--- config.mk ---
export PLATFORM = sky130hd
export DESIGN_NAME = prescale_tick_gen
export DESIGN_NICKNAME = d
export VERILOG_FILES = /design/src/rtl/prescale_pkg.sv /design/src/rtl/prescale_sel_decode.sv /design/src/rtl/prescale_count.sv /design/src/rtl/prescale_tap.sv /design/src/rtl/prescale_tick_gen.sv
export SDC_FILE = /design/constraint.sdc
export NUM_CORES = 1
export LEC_CHECK = 0
export BUFFER_PORTS_ARGS = -buffer_cell sky130_fd_sc_hd__clkbuf_2
export CORE_UTILIZATION = 48
export CTS_CLUSTER_DIAMETER = 150
export DETAILED_ROUTE_END_ITERATION = 8
export GPL_TIMING_DRIVEN = 0
export PLACE_DENSITY = 0.68
export SKIP_LAST_GASP = 1
export SLEW_MARGIN = 20
export SYNTH_ARGS = -nofsm -noshare
export SYNTH_HDL_FRONTEND = slang
export SYNTH_SLANG_ARGS = --single-unit
--- constraint.sdc ---
create_clock -name clk_i -period 1.1 [get_ports clk_i]
set_input_delay 0.11 -clock clk_i [delete_from_list [all_inputs] [get_ports clk_i]]
set_output_delay 0.11 -clock clk_i [all_outputs]
set_load 0.05 [all_outputs]
--- src/rtl/prescale_pkg.sv ---
package prescale_pkg;
  localparam int unsigned SEL_W = 4;
  localparam logic [SEL_W-1:0] SEL_STOP = '0;

  // log2 of the divide ratio; high half of the code map restarts at 8
  function automatic int unsigned sel_to_log2(input logic [SEL_W-1:0] s);
    if (s[SEL_W-1]) return int'(s[SEL_W-2:0]) + 3;
    else if (s == SEL_STOP) return 0;
    else return int'(s[SEL_W-2:0]) - 1;
  endfunction
endpackage

--- src/rtl/prescale_sel_decode.sv ---
module prescale_sel_decode import prescale_pkg::*; #(
  parameter int unsigned CNT_W = 10
) (
  input  logic [SEL_W-1:0] sel_i,
  output logic             run_o,
  output logic [CNT_W-1:0] mask_o
);
  int unsigned k;

  always_comb k = sel_to_log2(sel_i);
  assign run_o = (sel_i != SEL_STOP);

  for (genvar i = 0; i < CNT_W; i++) begin : g_mask
    assign mask_o[i] = (i < k);
  end
endmodule

--- src/rtl/prescale_count.sv ---
module prescale_count #(
  parameter int unsigned CNT_W = 10
) (
  input  logic             clk_i,
  input  logic             rst_ni,
  input  logic             clr_i,
  input  logic             run_i,
  output logic [CNT_W-1:0] cnt_o
);
  logic [CNT_W-1:0] cnt_q;

  always_ff @(posedge clk_i or negedge rst_ni) begin
    if (!rst_ni)    cnt_q <= '0;
    else if (clr_i) cnt_q <= '0;
    else if (run_i) cnt_q <= cnt_q + 1'b1;
  end

  assign cnt_o = cnt_q;

  p_zero_write_noop_r5: assert property (@(posedge clk_i) disable iff (!rst_ni)
    (!clr_i && run_i) |=> (cnt_q == $past(cnt_q) + 1'b1));
endmodule

--- src/rtl/prescale_tap.sv ---
module prescale_tap #(
  parameter int unsigned CNT_W = 10
) (
  input  logic             run_i,
  input  logic [CNT_W-1:0] mask_i,
  input  logic [CNT_W-1:0] cnt_i,
  output logic             tick_o
);
  assign tick_o = run_i && ((cnt_i & mask_i) == mask_i);
endmodule

--- src/rtl/prescale_tick_gen.sv ---
module prescale_tick_gen import prescale_pkg::*; #(
  parameter int unsigned CNT_W = 10
) (
  input  logic             clk_i,
  input  logic             rst_ni,
  input  logic [SEL_W-1:0] sel_i,
  input  logic             psr_we_i,
  input  logic             psr_wdata_i,
  output logic             tick_o,
  output logic             psr_rdata_o
);
  logic             run;
  logic             clr;
  logic [CNT_W-1:0] mask;
  logic [CNT_W-1:0] cnt;

  assign clr = psr_we_i && psr_wdata_i;

  prescale_sel_decode #(.CNT_W(CNT_W)) u_decode (
    .sel_i  (sel_i),
    .run_o  (run),
    .mask_o (mask)
  );

  prescale_count #(.CNT_W(CNT_W)) u_count (
    .clk_i  (clk_i),
    .rst_ni (rst_ni),
    .clr_i  (clr),
    .run_i  (run),
    .cnt_o  (cnt)
  );

  prescale_tap #(.CNT_W(CNT_W)) u_tap (
    .run_i  (run),
    .mask_i (mask),
    .cnt_i  (cnt),
    .tick_o (tick_o)
  );

  // self-clearing: the clear lands in the accepting edge, nothing is stored
  assign psr_rdata_o = 1'b0;

  p_stop_no_tick_r1: assert property (@(posedge clk_i) disable iff (!rst_ni)
    (sel_i == SEL_STOP) |-> !tick_o);
  p_stop_holds_r1: assert property (@(posedge clk_i) disable iff (!rst_ni)
    (sel_i == SEL_STOP && !clr) |=> $stable(cnt));
  p_div1_every_r2: assert property (@(posedge clk_i) disable iff (!rst_ni)
    (sel_i == 4'b0001) |-> tick_o);
  p_clear_count_r4: assert property (@(posedge clk_i) disable iff (!rst_ni)
    clr |=> (cnt == '0));
  p_no_tick_after_clear_r4: assert property (@(posedge clk_i) disable iff (!rst_ni)
    (clr && sel_i[SEL_W-1]) |=> !tick_o);
  p_single_pulse_r7: assert property (@(posedge clk_i) disable iff (!rst_ni)
    (tick_o && sel_i[SEL_W-1] && !clr) |=> !tick_o);
endmodule

======== After elaboration in Yosys (flattened, before gate mapping) ========
Index checks and enable logic that the tools add are counted.
storage, ports and cells
  memories ................................ 0
  RAM bits ................................ 0
  bits in latches ......................... 0
  flip-flop bits (word level) ............. 10
  bits in read-only memories .............. 0
  bits of input ports ..................... 8
cells by class
  reductions and logical operators ........ 5
  $lt $le $gt $ge ......................... 10
  bitwise gates (word level) .............. 1
  divide/modulo/power cells ............... 0
  add/subtract/negate cells ............... 3
  muxes and demuxes ....................... 4
  equal/unequal tests ..................... 1
  multiply operators ...................... 0
  shifts and indexed selects .............. 0
operators with widths
  operator               number
  $lt 3x32->1 const A    4
  $lt 1x32->1 const A    2
  $lt 2x32->1 const A    2
  $lt 4x32->1 const A    2
  $mux 32                2
  $mux 10                2
  $add 10x1->10 const B  1
  $and 10x10->10         1
  $eq 10x10->1           1
  $add 3x2->4 const B    1
  $logic_not 4->1        1
  $reduce_bool 4->1      1
  $sub 3x1->4 const B    1
  $logic_and 1x1->1      2
  $reduce_bool 2->1      1

======== Depth between registers and ports, before layout ========
  depth after elaboration ................. 7
  mapped depth ............................ 7
  depth with buffers taken out ............ 6

======== Cells and area by module ========
From an unflattened synthesis, not the netlist that was laid out.
second synthesis, totals
  cell total of the unflattened synthesis .. 114
  area, all modules ....................... 924.6 um2
modules (own cells, without submodules)
  module               instances  cells an instance  sequential area each (um2)  area each (um2)
  prescale_count       1          47                 250.2                       495.5
  prescale_sel_decode  1          50                 0.0                         322.8
  prescale_tap         1          14                 0.0                         88.8
  prescale_tick_gen    1          3                  0.0                         17.5

======== Least setup slack after synthesis ========
Ideal clock, no wire load.
  path kind ............................... input -> output
  start point ............................. in sel_i[0]
  end point ............................... out tick_o
  buffers on the path ..................... 0
  setup slack ............................. -1.096 ns
  stages on the path ...................... 6
  arrival time ............................ 2.086 ns
  path through ............................ inv_1 > ha_1 > or3b_4 > nand2_1 > o2111ai_1 > a211oi_1
on the way
  longest elaborated chain between the ends .. 7
RTL lines
  element                                                RTL line                              RTL
  start, declared                                        prescale_tick_gen.sv:6                input logic [SEL_W-1:0] sel_i,
  $sub 3x1->4 / $logic_not 4->1 (equally long branches)  prescale_pkg.sv:9, prescale_pkg.sv:8
  $mux 32                                                prescale_pkg.sv:8                     else if (s == SEL_STOP) return 0;
  $mux 32                                                prescale_pkg.sv:7                     if (s[SEL_W-1]) return int'(s[SEL_W-2:0]) + 3;
  $lt 1x32->1 (tied with other cells)                    prescale_sel_decode.sv:14             assign mask_o[i] = (i < k);
  $and 10x10->10                                         prescale_tap.sv:9                     assign tick_o = run_i && ((cnt_i & mask_i) == mask_i);
  $eq 10x10->1                                           prescale_tap.sv:9
  $logic_and 1x1->1 *                                    prescale_tap.sv:9
  end, declared                                          prescale_tick_gen.sv:9                output logic tick_o,
Mark *: on every way between the ends. The rest lies on a longest branch, timed or not.

======== Worst setup path after layout ========
  start point ............................. reg u_count.cnt_q[4] (netlist: u_count.cnt_o[4])
  end point ............................... out tick_o
on the way
  longest elaborated chain between the ends .. 3
RTL lines
  element                 RTL line              RTL
  start, declared         prescale_count.sv:10  logic [CNT_W-1:0] cnt_q;
  start signal, assigned  prescale_count.sv:15  else if (run_i) cnt_q <= cnt_q + 1'b1;
  $and 10x10->10          prescale_tap.sv:9
  $eq 10x10->1            prescale_tap.sv:9
  $logic_and 1x1->1       prescale_tap.sv:9
No other way between the ends.

==> flow_metrics.tcl <==
set metrics [dict create \
    outcome "complete, but fails checks" \
    violations "setup timing" \
    drcViolationCount 0 \
    fp.dieH_um 38.9 \
    syn2layout_area_growth_pct 54.6 \
    routabilityCongestion 0.735 \
    yosys_warnings 0 \
    fin_skew_ps 3.16 \
    path_cells "and4_4, o2111ai_4, a211oi_4, buf_8" \
    antenna_left 0 \
    drt_first_pass_iters 4 \
    port_buffers 8 \
    setup_violations 10 \
    largest_reg_flops 10 \
    cts_sinks 10 \
    cts-root-buf "clkbuf_4" \
    synth_nets 81 \
    synth_mux_area_share_pct 1.53 \
    hold_path_class "in -> async" \
    fin_setup_tns_ps -2140 \
    synth_top_area_share_pct 38.3 \
    cp.required_ps 990 \
    netlist_area_sq_um 653 \
    dp_hpwl_um 979 \
    fp-row-count 12 \
    synth_compound_area_share_pct 12.1 \
    fin_util_pct 85.1 \
    synthAdderAreaFrac_pct 3.83 \
    dieArea_sq_um 1510 \
    antenna_found_initial 0 \
    grt_pass1_vias 652 \
    wirelength_mm 1.88 \
    synthCells 71 \
    p_leak_uw 0.000460 \
    drtIter0Drc 8 \
    end_kind "primary output" \
    p_total_uw 1450 \
    drive_gt1_share_pct 43.8 \
    placed_area_sq_um 779 \
    synth-simple-area-share_pct 25.7 \
    synth.distinct_cells 30 \
    syn_avg_cell_area_sq_um 9.20 \
    critPathSlowestCell "dfrtp_1" \
    worst_slack_ps -540 \
    grt_setup_unrepaired "true" \
    dieWidth_um 38.9 \
    grt_max_degree 11 \
    slew_violations 0 \
    vdd_drop_max_mv 1.24 \
    cp.arrival_ps 1530 \
    start_util_pct 55.1 \
    fin_area_sq_um 1010 \
    htreeDepth 1 \
    clk_pin_slew_ps 70 \
    hold-worst-slack_ps 256 \
    ios 10 \
    antenna_cells 0 \
    clock_latency_ps 270 \
    pwr_density_cell_nw_per_um2 1440 \
    fmax_mhz 610 \
    timing_worst_setup_path_type "reg -> out" \
    final_cell_mix "nor2_1, dfrtp_1, buf_4" \
    crit_path_start_kind "flip-flop" \
    synth_area_leader_cell "dfrtp_1" \
    cap_violations 0 \
    ys_seq_area_share_pct 38.3 \
    slowest_delay_ps 420 \
    numCtsBuffers 3 \
    final-hold-violation-count 0 \
    ys_top_cells_by_area "dfrtp_1, xor2_1, nor2_1" \
    min_period_over_period_pct 149 \
    clockBufferDepth 2 \
    ys_seq_elements 10 \
    overflow 0 \
    vias_per_cell 5.83 \
    fin_nets 107 \
    synthXorXnorAreaFrac_pct 13.4 \
    grt_pass1_wl_mm 2.92 \
    cts_tree "yes" \
    synth_top_family_by_area "simple AND/OR/NAND/NOR gates" \
    crit_path_max_fanout 5 \
    post-route-min-period_ps 1640 \
    fp.coreArea_sq_um 1190 \
    final_common_cell "nor2_1" \
    wl_per_cell_um 17.1 \
    vias 641 \
    grt.total_usage_pct 30.6 \
]
## Yosys cell counts, drive strengths merged
master,number
a211oi,1
a21oi,2
and2,4
and4,2
buf,3
conb,1
dfrtp,10
ha,2
inv,2
mux2i,1
nand2,4
nand2b,1
nand3,2
nand4,5
nor2,10
nor3b,1
nor4,1
o2111ai,1
o211a,1
o211ai,1
o21a,1
o21ai,2
o221ai,1
o22a,1
or3b,1
xnor2,2
xor2,8
## critical path, delay by kind of cell, from the launching register on
kind	cells	cell delay [ps]
buffers and inverters	1	180
AND/OR/NAND/NOR	1	270
AO/OA/AOI/OAI	2	390
flip-flops	1	420
## path summary, 6_finish.rpt
path                                         startpoint                      endpoint  slack [ps]  cells after the start
min reg2reg                u_count.cnt_o[7]$_DFFE_PN0P_  u_count.cnt_o[7]$_DFFE_PN0P_         550                      2
max reg2reg                u_count.cnt_o[4]$_DFFE_PN0P_  u_count.cnt_o[9]$_DFFE_PN0P_        -420                      7
min                                              rst_ni  u_count.cnt_o[0]$_DFFE_PN0P_         260                      2
max in group asynchronous                        rst_ni  u_count.cnt_o[0]$_DFFE_PN0P_         610                      2
max                        u_count.cnt_o[4]$_DFFE_PN0P_                        tick_o        -540                      4
min in group clk_i                          psr_wdata_i  u_count.cnt_o[1]$_DFFE_PN0P_         430                      4
## per-layer routing
metal	GRT usage, %	routed length (um)	share of wire, %	vias to the layer above
li1	-	-	-	299
met1	35.8	792	42	308
met2	52.5	973	52	28
met3	6.94	75	4.0	6
met4	13.8	37	2.0	0
met5	0	0	0	-
## through the flow
stage	std cells	setup WS [ps]
after CTS	107	-527
after detailed placement	93	-699
after global placement	93	-692
after floorplan	71	-461
final	110	-540
after global routing	110	-588
## where the power goes
group	internal, uW	total, uW	switching (uW)	leakage [uW]
sequential	427	479	52.2	0.000134
combinational	335	630	295	0.000305
clock	201	345	144	0.0000210
## timing repair
item,4_1_cts,5_1_grt
pin swaps,10,5
endpoints found under the setup margin,10,10
gates resized for setup,15,7
hold buffers,1,0
endpoints found under the hold margin,10,0
setup buffers,10,4
## cells by family (layout without fill, tap and decap cells)
family | after synthesis | count (layout)
other cells | 1 | 1
fa+ha+maj | 2 | 2
xor+xnor | 10 | 10
mux | 1 | 1
compound gates | 11 | 11
buf+inv | 5 | 30
flops | 10 | 10
simple gates | 31 | 31
## layout make-up
type	instances	area [sq um]
tap	14	17.5
multi-input combinational	56	467
sequential	10	251
buffer	3	26.3
timing repair buffer	21	186
inverter	2	25.0
fill	66	176
clock buffer	4	36.3
Power figures use the tool's default switching activity.
